## src/rtl/ecc_report_pkg.sv

```systemverilog
package ecc_report_pkg;
  typedef struct packed {
    logic clearAll;
    logic firstPkt;
    logic laterPkt;
    logic finish;
  } aggStrobe_t;
endpackage

```

## src/rtl/ecc_report_ctrl.sv

```systemverilog
module ecc_report_ctrl
  import ecc_report_pkg::*;
(
  input  logic       clk,
  input  logic       rstN,
  input  logic       pageStart,
  input  logic       pktValid,
  input  logic       pageEnd,
  output aggStrobe_t strb,
  output logic       reportValid
);
  logic inPage;
  logic firstPending;

  // Priority: start, then end, then packet result.
  always_comb begin
    strb = '0;
    if (pageStart) begin
      strb.clearAll = 1'b1;
    end else if (inPage) begin
      if (pageEnd) begin
        strb.finish = 1'b1;
      end else if (pktValid) begin
        strb.firstPkt = firstPending;
        strb.laterPkt = !firstPending;
      end
    end
  end

  always_ff @(posedge clk or negedge rstN) begin
    if (!rstN) begin
      inPage       <= 1'b0;
      firstPending <= 1'b0;
      reportValid  <= 1'b0;
    end else begin
      reportValid <= strb.finish;
      if (strb.clearAll) begin
        inPage       <= 1'b1;
        firstPending <= 1'b1;
      end else if (strb.finish) begin
        inPage <= 1'b0;
      end else if (strb.firstPkt) begin
        firstPending <= 1'b0;
      end
    end
  end


  single_pulse_chk: assert property (@(posedge clk) disable iff (!rstN)
    reportValid |=> !reportValid);


  valid_after_end_chk: assert property (@(posedge clk) disable iff (!rstN)
    $rose(reportValid) |-> $past(pageEnd));
endmodule

```

## src/rtl/ecc_report_dp.sv

```systemverilog
module ecc_report_dp
  import ecc_report_pkg::*;
#(
  parameter int IN_W  = 8,
  parameter int CNT_W = 6
) (
  input  logic            clk,
  input  logic            rstN,
  input  aggStrobe_t      strb,
  input  logic [IN_W-1:0] pktErrCnt,
  input  logic            pktFail,
  input  logic            pktErased,
  output logic [31:0]     reportWord,
  output logic            pageEmpty
);
  localparam int CNT_MAX = (1 << CNT_W) - 1;
  localparam int OK0_BIT = 7;
  localparam int N_BASE  = 8;
  localparam int OKN_BIT = 15;

  logic [CNT_W-1:0] cnt0;
  logic [CNT_W-1:0] cntN;
  logic [CNT_W-1:0] satCnt;
  logic             ok0;
  logic             okN;
  logic             allErased;
  logic             anyPkt;

  always_comb begin
    if (pktErrCnt > IN_W'(CNT_MAX)) satCnt = CNT_W'(CNT_MAX);
    else                            satCnt = pktErrCnt[CNT_W-1:0];
  end

  always_ff @(posedge clk or negedge rstN) begin
    if (!rstN) begin
      cnt0      <= '0;
      cntN      <= '0;
      ok0       <= 1'b1;
      okN       <= 1'b1;
      allErased <= 1'b1;
      anyPkt    <= 1'b0;
      pageEmpty <= 1'b0;
    end else if (strb.clearAll) begin
      cnt0      <= '0;
      cntN      <= '0;
      ok0       <= 1'b1;
      okN       <= 1'b1;
      allErased <= 1'b1;
      anyPkt    <= 1'b0;
      pageEmpty <= 1'b0;
    end else if (strb.finish) begin
      pageEmpty <= allErased && anyPkt;
    end else if (strb.firstPkt || strb.laterPkt) begin
      anyPkt    <= 1'b1;
      allErased <= allErased && pktErased;
      if (strb.firstPkt) begin
        cnt0 <= satCnt;
        ok0  <= !pktFail;
      end else begin
        if (satCnt > cntN) cntN <= satCnt;
        okN <= okN && !pktFail;
      end
    end
  end

  always_comb begin
    reportWord                         = '0;
    reportWord[CNT_W-1:0]              = cnt0;
    reportWord[OK0_BIT]                = ok0;
    reportWord[N_BASE+CNT_W-1:N_BASE]  = cntN;
    reportWord[OKN_BIT]                = okN;
  end


  fail_sticky_chk: assert property (@(posedge clk) disable iff (!rstN)
    (!okN && !strb.clearAll) |=> !okN);


  max_monotone_chk: assert property (@(posedge clk) disable iff (!rstN)
    !strb.clearAll |=> cntN >= $past(cntN));


  empty_at_finish_chk: assert property (@(posedge clk) disable iff (!rstN)
    $rose(pageEmpty) |-> $past(strb.finish));
endmodule

```

## src/rtl/ecc_report_agg.sv

```systemverilog
module ecc_report_agg
  import ecc_report_pkg::*;
#(
  parameter int IN_W  = 8,
  parameter int CNT_W = 6
) (
  input  logic            clk,
  input  logic            rstN,
  input  logic            pageStart,
  input  logic            pktValid,
  input  logic [IN_W-1:0] pktErrCnt,
  input  logic            pktFail,
  input  logic            pktErased,
  input  logic            pageEnd,
  output logic [31:0]     reportWord,
  output logic            pageEmpty,
  output logic            reportValid
);
  aggStrobe_t strb;

  ecc_report_ctrl i_ctrl (
    .clk(clk), .rstN(rstN), .pageStart(pageStart), .pktValid(pktValid),
    .pageEnd(pageEnd), .strb(strb), .reportValid(reportValid)
  );

  ecc_report_dp #(.IN_W(IN_W), .CNT_W(CNT_W)) i_dp (
    .clk(clk), .rstN(rstN), .strb(strb), .pktErrCnt(pktErrCnt),
    .pktFail(pktFail), .pktErased(pktErased),
    .reportWord(reportWord), .pageEmpty(pageEmpty)
  );


  hold_when_idle_chk: assert property (@(posedge clk) disable iff (!rstN)
    !(strb.clearAll || strb.firstPkt || strb.laterPkt) |=> $stable(reportWord));
endmodule

```

## config.mk

```make
export PLATFORM = sky130hd
export DESIGN_NAME = ecc_report_agg
export DESIGN_NICKNAME = d
export VERILOG_FILES = /design/src/rtl/ecc_report_pkg.sv /design/src/rtl/ecc_report_ctrl.sv /design/src/rtl/ecc_report_dp.sv /design/src/rtl/ecc_report_agg.sv
export SDC_FILE = /design/constraint.sdc
export NUM_CORES = 1
export LEC_CHECK = 0
export ABC_AREA = 1
export BUFFER_PORTS_ARGS = -buffer_cell sky130_fd_sc_hd__buf_2
export CAP_MARGIN = 20
export CORE_AREA = 2 2 52 54
export DETAILED_ROUTE_END_ITERATION = 6
export DIE_AREA = 0 0 54 56
export PLACE_DENSITY = 0.91
export SETUP_SLACK_MARGIN = 0.2
export SLEW_MARGIN = 10
export SYNTH_ARGS = -nofsm -noshare
export SYNTH_HDL_FRONTEND = slang
export SYNTH_SLANG_ARGS = --single-unit
```

## constraint.sdc

```tcl
create_clock -name clk -period 3.5 [get_ports clk]
set_clock_uncertainty 0.15 [all_clocks]
set_input_delay 0.175 -clock clk [delete_from_list [all_inputs] [get_ports clk]]
set_output_delay 0.175 -clock clk [all_outputs]
set_load 0.005 [all_outputs]
```

# Word level (Yosys, flattened, before mapping)
# Cells that the tools add are included.
[op_classes]
magnitude_cmp = 2
muxes = 37
n_reduce_logical = 15
n_eq_ne = 2
[op_table]
columns = ["cell", "count"]
rows = [
  ["$mux W6", 10],
  ["$mux W1", 23],
  ["$gt A8 B6 Y1 const B", 1],
  ["$reduce_bool A2 Y1", 4],
  ["$gt A6 B6 Y1", 1],
  ["$mux W3", 2],
  ["$reduce_and A3 Y1", 2],
  ["$mux W2", 2],
  ["$reduce_and A2 Y1", 2],
  ["$reduce_and A4 Y1", 1],
  ["$logic_and A1 B1 Y1", 3],
  ["$logic_not A1 Y1", 2],
  ["$ne A2 B1 Y1 const B", 1],
  ["$ne A2 B2 Y1 const B", 1],
  ["$logic_or A1 B1 Y1", 1],
]
[totals]
output_inout_bits = 34
elab_cells = 66
register_bits = 20

# Logic depth before layout (Yosys ltp)
# Gate-level depths: netlist of the first run.
[logic_depth]
depth_word = 9
mapped_depth = 12

# Modules after synthesis
# A second synthesis of the first run with hierarchy kept.
[unflattened]
cells_unflattened = 148
area_unflattened_um2 = 1277.5
[by_module_without_submodules]
columns = ["module", "area_per_inst_um2", "cells_per_inst", "instances", "seq_area_each_um2"]
rows = [
  ["ecc_report_dp", 1134.8, 132, 1, 429.2],
  ["ecc_report_ctrl", 142.6, 16, 1, 75.1],
]

# Worst setup path before layout of the first run
# OpenSTA, ideal clock, no wires.
[synth_timing]
path_type = "input -> register"
start = "input port pktErrCnt[6]"
end = "register i_dp.cntN[3]"
cell_stages = 12
required_ns = 3.277
path_buffers = 0
t_arrival_ns = 1.458
setup_slack_ns = 1.819
setup_time_ns = 0.073
cell_sequence = "nor2_1 > inv_1 > or2_1 > ha_1 > nand2_1 > nor2_2 > nand2_1 > nand2_2 > inv_4 > nand2_2 > nand2_1 > a21oi_2"
[synth_via]
elab_chain_cells = 7
word_cells_on_any_way = 10
classes_between = "2 x order compare; 6 x mux; 2 x reduce/logical"
[synth_rtl]
columns = ["element", "line", "text"]
rows = [
  ["start, declared", "ecc_report_agg.sv:11", "input logic [IN_W-1:0] pktErrCnt,"],
  ["$gt A8 B6 Y1 (*)", "ecc_report_dp.sv:30", "if (pktErrCnt > IN_W'(CNT_MAX)) satCnt = CNT_W'(CNT_MAX);"],
  ["$mux W6 (*)", "ecc_report_dp.sv:30", ""],
  ["parallel branches: the longest is 5 deep, another holds $gt A6 B6 Y1", "--", ""],
  ["end signal, assigned", "ecc_report_dp.sv:60", "if (satCnt > cntN) cntN <= satCnt;"],
  ["end, declared", "ecc_report_dp.sv:22", "logic [CNT_W-1:0] cntN;"],
]
# Mark *: on every way between the ends. The select of a mux whose other input is x is not followed.
# A chain may end at the register's enable or synchronous reset.

# Worst setup path after layout of the first run
[layout_timing]
start = "register i_dp.cntN[5]"
end = "register i_dp.cntN[2]"
[layout_via]
elab_chain_cells = 3
[layout_rtl]
columns = ["element", "line"]
rows = [
  ["$gt A6 B6 Y1", "ecc_report_dp.sv:60"],
  ["$reduce_bool A2 Y1 (no line)", "--"],
  ["$reduce_and A4 Y1 (no line)", "--"],
]
# No other way between the ends.

==> flow_summary_export.csv, run 1 <==
group,metric,value,unit
logic_synthesis,seq_area_frac_synth,43.1,%
logic_synthesis,ys_top_cells_by_area,"dfrtp_1 (36%), buf_4 (13%), nand2_1 (9.6%)",
critical_path,crit_chain,"inv_1 > ha_1 > nand2_1 > inv_1 > nand2_1 > nand3_2 > nand2_2 > nand2_1 > a21oi_1",
clock_network,cts.htree.levels,1,
global_routing,grt_start_max_net_pins,21,
power,p_int,0.333,mW
layout,diodes,0,
sta,slew_viol_final,0,
critical_path,start_kind,"flip-flop",
power,p_leak,0.727,nW
sta,period_needed,1700,ps
sta,final-setup-viol-count,0,
clock_network,path_clk_slew,110,ps
layout,post-route-util,55.6,%
logic_synthesis,yosysWarnings,0,
power,irDropWorstVdd,0.280,mV
sta,tns,0,ps
global_routing,antenna_found_initial,0,
critical_path,cp_top_family,"simple AND/OR/NAND/NOR gates",
logic_synthesis,yosys.area.top_type,"dfrtp_1",
layout,nets,192,
route,wl,2250,um
sta,hold_viol,0,
outcome,status,"finished clean",
sta,grt_setup_unrepaired,"false",
logic_synthesis,avgSynthCellArea,8.67,sq um
floorplanning,ios,49,
power,p_sw_share,26.0,%
floorplanning,die_w,54,um
logic_synthesis,synth_top_area_share,36.4,%
logic_synthesis,synthTopCellsByCount,"nand2_1 (30), buf_4 (20), dfrtp_1 (17)",
power,p_per_area,333,nW/um^2
floorplanning,core,2430,sq um
critical_path,arrival,1780,ps
route,num_vias,922,
placed_design,place_congestion,0.844,
layout,syn2layout_area_growth,15.6,%
clock_network,clock_tree.buffer_depth,2,
power,p_seq_share,55.1,%
floorplanning,initial_core_util,48.1,%
floorplanning,std_cell_rows,18,
global_routing,grt_pass1_vias,930,
placed_design,hpwl,1770,um
critical_path,critPathMaxFanout,7,
sta,period_share,48.5,%
clock_network,cts_resized,0,
sta,fmax,589,MHz
clock_network,clkSinkCount,20,
placed_design,io_buffers,30,
critical_path,crit_type,"reg -> reg",
logic_synthesis,synth_edf_count,0,
route,drt_pass1_iterations,4,
logic_synthesis,synthArstFlopShare,100,%
layout,fill_cells,241,
critical_path,crit_buf_inv,2,
route,drc,0,
critical_path,crit_path_frequent_cell,"nand2_1",
floorplanning,die_area,3020,sq um
power,finalPower,0.450,mW
logic_synthesis,netlist-cell-type-count,22,
clock_network,cts_buffers,3,
power,p_switching,0.117,mW
global_routing,gr-usage-all-layers,16.7,%
power,comb_power_share,14.6,%
route,vias_per_cell,4.61,
logic_synthesis,synthFlopType,"dfrtp_1",
flow_run,cap_violations,0,
critical_path,cpPeakStageDelay,390,ps
power,clkPwrFrac,30.2,%
critical_path,cp_slowest_cell,"dfrtp_1",
route,routedWlPerCell,11.2,um
clock_network,clock-root-buffer,"clkbuf_4",
logic_synthesis,syn_area,1170,sq um
critical_path,endpoint_kind,"flip-flop",
clock_network,clock_latency,300,ps
route,antenna_left,0,
route,drtIter0Drc,10,
logic_synthesis,synthCells,135,
clock_network,cts_tree,"done",
critical_path,required,3580,ps
logic_synthesis,synth-seq-cells,20,
floorplanning,fp.dieH,56,um
global_routing,grt-ovfl-total,0,
layout,drive_gt1_share,28.8,%
global_routing,grt_pass1_wl,3770,um
min_path,hold_path.class,"in -> reg",
logic_synthesis,synth.most_common_cell,"nand2_1",
[cells by family after synthesis]
kind of cell | count (synthesis) | synth area share, %
other | 1 | 0.321
buffers and inverters | 38 | 18.9
adder cells (fa/ha/maj) | 6 | 6.42
flip-flops | 20 | 43.1
AO/OA/AOI/OAI | 15 | 8.88
AND/OR/NAND/NOR | 55 | 22.4
[worst min-delay path, stage by stage]
cell     delay (ps)
buf_2           100
nand3_2         100
nand2_1          50
nand2_1          50
[metrics by stage]
stage	hold slack [ps]	cell area (sq um)	std cells	setup slack, ps
after detailed placement	-0.364	1270	191	1550
after global placement	-12.6	1270	191	1610
after floorplan	-271	1230	152	1820
after global routing	82.1	1350	200	1650
final	49.1	1350	200	1800
after CTS	44.1	1350	200	1800
[registers in the layout, summed over array words and instances (netlist names)]
name / cells
i_dp.ok0: 1
i_ctrl.firstPending: 1
i_dp.cntN: 6
i_dp.pageEmpty: 1
i_dp.anyPkt: 1
i_dp.cnt0: 6
i_ctrl.reportValid: 1
i_dp.okN: 1
i_ctrl.inPage: 1
i_dp.allErased: 1
[area by class of cell]
| cell class | instances | area [sq um] | share of cell area, % |
|---|---|---|---|
| multi-input combinational | 94 | 508 | 37.6 |
| sequential | 20 | 504 | 37.3 |
| clock buffer | 4 | 36.3 | 2.68 |
| inverter | 17 | 66.3 | 4.90 |
| timing repair buffer | 35 | 200 | 14.8 |
| tap | 30 | 37.5 | 2.78 |
[path summary, 6_finish.rpt]
kind                              start  slack, ps             endpoint  cells past startpoint
setup / recovery           i_dp.cntN[5]       1800         i_dp.cntN[2]                      9
hold / removal                 pktValid         50  i_ctrl.firstPending                      4
setup reg to reg           i_dp.cntN[5]       1800         i_dp.cntN[2]                      9
hold reg to reg                i_dp.okN        320             i_dp.okN                      2
max in group asynchronous          rstN       2690       i_dp.allErased                      2
min in group asynchronous          rstN        180  i_ctrl.firstPending                      2
[power groups by stage]
stage          Clock [mW]  Combinational (mW)  Sequential [mW]
2_1_floorplan           0              0.0503            0.252
3_3_place_gp            0              0.0601            0.252
3_5_place_dp            0              0.0618            0.252
4_1_cts             0.140              0.0662            0.248
5_1_grt             0.146              0.0761            0.249
6_report            0.136              0.0658            0.248
[per-layer routing]
layer	vias to the layer above	part of all wire [%]	GRT usage, %
met4	0	2.1	7.86
met1	429	41	20.6
met3	5	5.3	2.42
li1	455	-	-
met5	-	0	0
met2	33	51	27.7
[repair_timing]
action,CTS,global route
hold buffers,5,0
endpoints found under the hold margin,26,0
buffers inserted,0,0
endpoints found under the setup margin,0,0
[cell usage in the layout (no fill, tap or decap), drive strengths merged]
master       Yosys  routed
dfstp            3       3
dfrtp           17      17
nand2           33      33
inv             17      17
nand3           10      10
o21ai            1       1
dlygate4sd3      0       5
clkbuf           0       4
nor2             7       7
conb             1      18
a22o             5       5
ha               6       6
or2              5       5
buf             21      30
o21a             1       1
a21oi            8       8
Power figures use the tool's default switching activity.
==> run 2, diff against run 1 <==
--- a/config.mk
+++ b/config.mk
@@ -8,10 +8,10 @@
 export ABC_AREA = 1
 export BUFFER_PORTS_ARGS = -buffer_cell sky130_fd_sc_hd__buf_2
 export CAP_MARGIN = 20
-export CORE_AREA = 2 2 52 54
+export CORE_AREA = 2 2 53 55
 export DETAILED_ROUTE_END_ITERATION = 6
-export DIE_AREA = 0 0 54 56
-export PLACE_DENSITY = 0.91
+export DIE_AREA = 0 0 55 57
+export PLACE_DENSITY = 0.88
 export SETUP_SLACK_MARGIN = 0.2
 export SLEW_MARGIN = 10
 export SYNTH_ARGS = -nofsm -noshare
==> constraint.sdc (replaced) <==
create_clock -name clk -period 1.6 [get_ports clk]
set_clock_uncertainty 0.15 [all_clocks]
set_input_delay 0.08 -clock clk [delete_from_list [all_inputs] [get_ports clk]]
set_output_delay 0.08 -clock clk [all_outputs]
set_load 0.005 [all_outputs]
==> flow_summary_export.csv, run 2 (same netlist as run 1, synthesis figures left out) <==
group,metric,value,unit
clock_network,clock_tree.buffer_depth,2,
placed_design,place_congestion,0.827,
global_routing,grt_pass1_wl,3970,um
critical_path,crit_path_start,"i_dp.cntN[5]",
critical_path,rr_endpoint,"i_dp.cntN[2]",
clock_network,clkSinkCount,20,
placed_design,io_buffers,30,
critical_path,r2r_cells,9,
layout,biggestRegsByFlops,"i_dp.cnt0 (6), i_dp.cntN (6)",
power,finalPower,0.974,mW
critical_path,endpoint_kind,"flip-flop",
floorplanning,die_w,55,um
critical_path,reg2reg_slack,-40,ps
global_routing,grt_pass1_vias,894,
route,dr.max_layer_used,"met4",
sta,tns,-104,ps
route,wl_met2,1280,um
layout,layout_common_cells,"buf_2 (29), nand2_1 (21), conb_1 (18)",
min_path,min_from,"pktErrCnt[2]",
critical_path,critPathMaxFanout,6,
route,drtIter0Drc,21,
floorplanning,std_cell_rows,19,
clock_network,clock_latency,300,ps
clock_network,cts_tree,"done",
critical_path,arrival,1730,ps
route,drt_pass1_iterations,4,
min_path,holdPathEnd,"i_dp.cnt0[2]",
critical_path,reg2reg_from,"i_dp.cntN[5]",
clock_network,path_clk_slew,110,ps
outcome,violations,"setup timing",
global_routing,grt_start_max_net_pins,21,
route,drc,0,
route,vias_per_cell,4.65,
route,routedWlPerCell,11.9,um
flow_run,cap_violations,0,
critical_path,crit_type,"reg -> reg",
power,p_leak,0.812,nW
sta,fmax,608,MHz
floorplanning,die_area,3140,sq um
layout,nets,205,
floorplanning,initial_core_util,44.7,%
floorplanning,ios,49,
layout,multi_input_area,621,sq um
route,wl_met1,1130,um
floorplanning,fp.dieH,57,um
global_routing,antenna_found_initial,0,
clock_network,cts.htree.levels,1,
layout,seqCellArea,504,sq um
clock_network,cts_buffers,3,
sta,period_needed,1640,ps
placed_design,hpwl,1830,um
global_routing,grt-ovfl-total,0,
layout,diodes,0,
sta,final-setup-viol-count,3,
route,wl_met3,114,um
power,p_per_area,623,nW/um^2
sta,period_share,103,%
layout,final_common_cell,"buf_2",
critical_path,start_kind,"flip-flop",
layout,fill_cells,227,
route,wl,2550,um
global_routing,gr-usage-all-layers,17.5,%
power,irDropWorstVdd,0.658,mV
sta,slew_viol_final,0,
sta,layout_setup_ws,-43.7,ps
min_path,hold_path.class,"in -> reg",
outcome,status,"finished, violations left",
route,num_vias,996,
sta,hold_viol,0,
floorplanning,core,2620,sq um
layout,drive_gt1_share,45.9,%
critical_path,required,1680,ps
clock_network,clock-root-buffer,"clkbuf_4",
route,antenna_left,0,
min_path,hold_depth,4,
sta,grt_setup_unrepaired,"true",
layout,syn2layout_area_growth,33.8,%
run 2: timing repair:
action | in CTS | in global routing
setup buffers | 0 | 1
hold endpoints to repair | 34 | 3
endpoints found under the setup margin | 6 | 12
hold buffers | 7 | 1
pin swaps | 5 | 10
resized for setup | 4 | 18
run 2: worst max path at each step:
stage,to,slack (ps),cells after the start
CTS,i_dp.cntN[1],9,10
global route,i_dp.cntN[0],-110,10
global placement,i_dp.cntN[2],-120,13
detailed placement,i_dp.cntN[3],-140,12
floorplan,i_dp.cntN[3],80,11
finish,i_dp.cntN[2],-40,9
run 2: layout make-up:
cell class                      instances  area share (%)
Clock buffer                            4            1.68
Inverter                               17            4.24
Multi-Input combinational cell         94            39.6
Sequential cell                        20            32.2
Tap cell                               31            2.48
Timing Repair Buffer                   48            19.7
run 2: metal layers:
| layer | GRT usage [%] | vias up |
|---|---|---|
| met1 | 24.5 | 478 |
| met5 | 0 | - |
| met2 | 27.4 | 28 |
| met4 | 5.23 | 0 |
| li1 | - | 486 |
| met3 | 3.40 | 4 |
run 2: through the flow:
stage | utilization (%) | cell area [sq um] | worst slack [ps] | instances | hold slack [ps]
after floorplan | - | 1280 | 78.5 | 152 | -366
after global placement | 53.0 | 1390 | -116 | 202 | -110
after detailed placement | 53.0 | 1390 | -138 | 202 | -106
after CTS | 57.3 | 1500 | 8.58 | 213 | 79.9
after global routing | 59.9 | 1570 | -108 | 214 | 99.5
final | 59.9 | 1570 | -43.7 | 214 | 82.4
run 2: report_power, final:
group,leakage (nW),internal (mW),switching [mW]
clock,0.0150,0.0971,0.146
sequential,0.257,0.529,0.0133
combinational,0.540,0.0861,0.103
run 2: worst max-delay path, cell delays in order, from the launching register on:
cell and delay (ps):
dfrtp_1 370, inv_2 50, ha_4 280, nand2_4 50, nor2_4 140, nand2_2 90, nand3_4 130, buf_6 120
nand3_1 60, a21oi_1 120
==> run 3, diff against run 2 <==
--- a/config.mk
+++ b/config.mk
@@ -6,7 +6,7 @@
 export NUM_CORES = 1
 export LEC_CHECK = 0
 export ABC_AREA = 1
-export BUFFER_PORTS_ARGS = -buffer_cell sky130_fd_sc_hd__buf_2
+export BUFFER_PORTS_ARGS = -buffer_cell sky130_fd_sc_hd__buf_4
 export CAP_MARGIN = 20
 export CORE_AREA = 2 2 53 55
 export DETAILED_ROUTE_END_ITERATION = 6
==> flow_summary_export.csv, run 3 (same netlist as run 1, synthesis figures left out) <==
group,metric,value,unit
outcome,status,"finished, violations left",
outcome,violations,"setup timing",
global_routing,grt_pass1_vias,926,
route,drt_pass1_iterations,4,
route,num_vias,992,
floorplanning,fp.dieH,57,um
critical_path,cp_slowest_cell,"dfrtp_1",
critical_path,reg2reg_slack,-50,ps
layout,layout_common_cells,"buf_4 (42), nand2_1 (22), conb_1 (18)",
flow_run,cap_violations,0,
layout,diodes,0,
sta,grt_setup_unrepaired,"true",
placed_design,io_buffers,30,
floorplanning,ios,49,
route,drc,0,
route,vias_per_cell,4.61,
floorplanning,initial_core_util,44.7,%
floorplanning,core,2620,sq um
route,drtIter0Drc,13,
sta,timing.hold.ws,10.4,ps
sta,layout_setup_ws,-51.9,ps
critical_path,crit_path_frequent_cell,"nand2_2",
critical_path,start_kind,"flip-flop",
sta,period_share,103,%
clock_network,clock_latency,310,ps
critical_path,reg2reg_from,"i_dp.cntN[5]",
placed_design,place_congestion,0.877,
layout,final_common_cell,"buf_4",
global_routing,grt_start_max_net_pins,21,
critical_path,crit_chain,"inv_2 > ha_4 > nand2_4 > nor2_4 > nand2_2 > nand2_2 > inv_4 > buf_4 > nand3_2 > a21oi_2",
clock_network,clkSinkCount,20,
clock_network,cts_tree,"done",
floorplanning,die_area,3140,sq um
layout,biggestRegsByFlops,"i_dp.cnt0 (6), i_dp.cntN (6)",
clock_network,path_clk_slew,120,ps
critical_path,crit_buf_inv,3,
route,antenna_left,0,
sta,period_needed,1650,ps
critical_path,critPathMaxFanout,6,
critical_path,crit_type,"reg -> reg",
critical_path,rr_endpoint,"i_dp.cntN[0]",
global_routing,antenna_found_initial,0,
layout,fill_cells,213,
sta,hold_viol,0,
power,p_per_area,608,nW/um^2
placed_design,hpwl,1880,um
sta,final-setup-viol-count,6,
layout,post-route-util,63.0,%
route,wl,2720,um
clock_network,clock_tree.buffer_depth,2,
layout,nets,206,
layout,drive_gt1_share,45.7,%
sta,slew_viol_final,0,
floorplanning,std_cell_rows,19,
clock_network,cts.htree.levels,1,
power,p_leak,0.831,nW
global_routing,grt_pass1_wl,4020,um
critical_path,endpoint_kind,"flip-flop",
critical_path,cpPeakStageDelay,390,ps
min_path,hold_path.class,"in -> async",
power,irDropWorstVdd,0.620,mV
global_routing,gr-usage-all-layers,17.6,%
clock_network,cts_buffers,3,
critical_path,required,1640,ps
critical_path,r2r_cells,10,
layout,syn2layout_area_growth,40.9,%
global_routing,grt-ovfl-total,0,
sta,fmax,605,MHz
clock_network,clock-root-buffer,"clkbuf_4",
critical_path,arrival,1690,ps
floorplanning,die_w,55,um
critical_path,cp_top_family,"simple AND/OR/NAND/NOR gates",
route,routedWlPerCell,12.7,um
[run 3: cell types whose count changed in the layout (fill, tap and decap cells not counted), sizes merged]
cell | previous run | this run
clkbuf | 5 | 4
buf | 40 | 42
[run 3: layout make-up]
class	count	area (sq um)	share of cell area, %
Timing Repair Buffer	49	385	23.4
Tap cell	31	38.8	2.35
Multi-Input combinational cell	94	627	38.0
Clock buffer	4	26.3	1.59
Inverter	17	66.3	4.02
Sequential cell	20	504	30.6
[run 3: worst reg2reg max path: stages (launching register included)]
cell	delay, ps
dfrtp_1	390
inv_2	60
ha_4	290
nand2_4	60
nor2_4	130
nand2_2	60
nand2_2	90
inv_4	60
buf_4	140
nand3_2	70
a21oi_2	50
[run 3: layer usage]
metal | wire length (um) | GRT usage, % | up-vias
li1 | - | - | 487
met1 | 1080 | 22.5 | 464
met2 | 1450 | 28.7 | 31
met3 | 115 | 3.66 | 10
met4 | 77 | 6.97 | 0
met5 | 0 | 0 | -
[run 3: repair_timing]
| item | 4_1_cts | 5_1_grt |
|---|---|---|
| hold endpoints to repair | 34 | 3 |
| endpoints found under the setup margin | 6 | 11 |
| setup buffers | 0 | 2 |
| gates resized for setup | 4 | 15 |
| hold buffers | 7 | 1 |
| pin swaps | 6 | 11 |
[run 3: how the worst max path moves through the flow]
| stage | startpoint | endpoint | cells after the start |
|---|---|---|---|
| floorplan | pktErrCnt[6] | i_dp.cntN[3] | 11 |
| global placement | pktErrCnt[6] | i_dp.cntN[2] | 12 |
| detailed placement | pktErrCnt[6] | i_dp.cntN[2] | 13 |
| CTS | i_dp.cntN[2] | i_dp.cntN[1] | 10 |
| global route | i_dp.cntN[5] | i_dp.cntN[2] | 10 |
| finish | i_dp.cntN[5] | i_dp.cntN[0] | 10 |
[run 3: stage by stage]
| step | setup WS [ps] | instance area (sq um) | TNS [ps] | std cells | power, mW |
|---|---|---|---|---|---|
| floorplan | 78.5 | 1280 | 0 | 152 | 0.672 |
| global placement | -129 | 1460 | -622 | 202 | 0.723 |
| detailed placement | -158 | 1460 | -775 | 202 | 0.727 |
| CTS | 4.19 | 1580 | 0 | 213 | 0.992 |
| global route | -167 | 1650 | -883 | 215 | 1.05 |
| finish | -51.9 | 1650 | -210 | 215 | 1.00 |
[run 3: where the power goes]
group	internal, mW	total (mW)	switching [mW]
Combinational	0.103	0.208	0.104
Sequential	0.529	0.543	0.0144
Clock	0.0972	0.250	0.153
Total	0.729	1.00	0.272
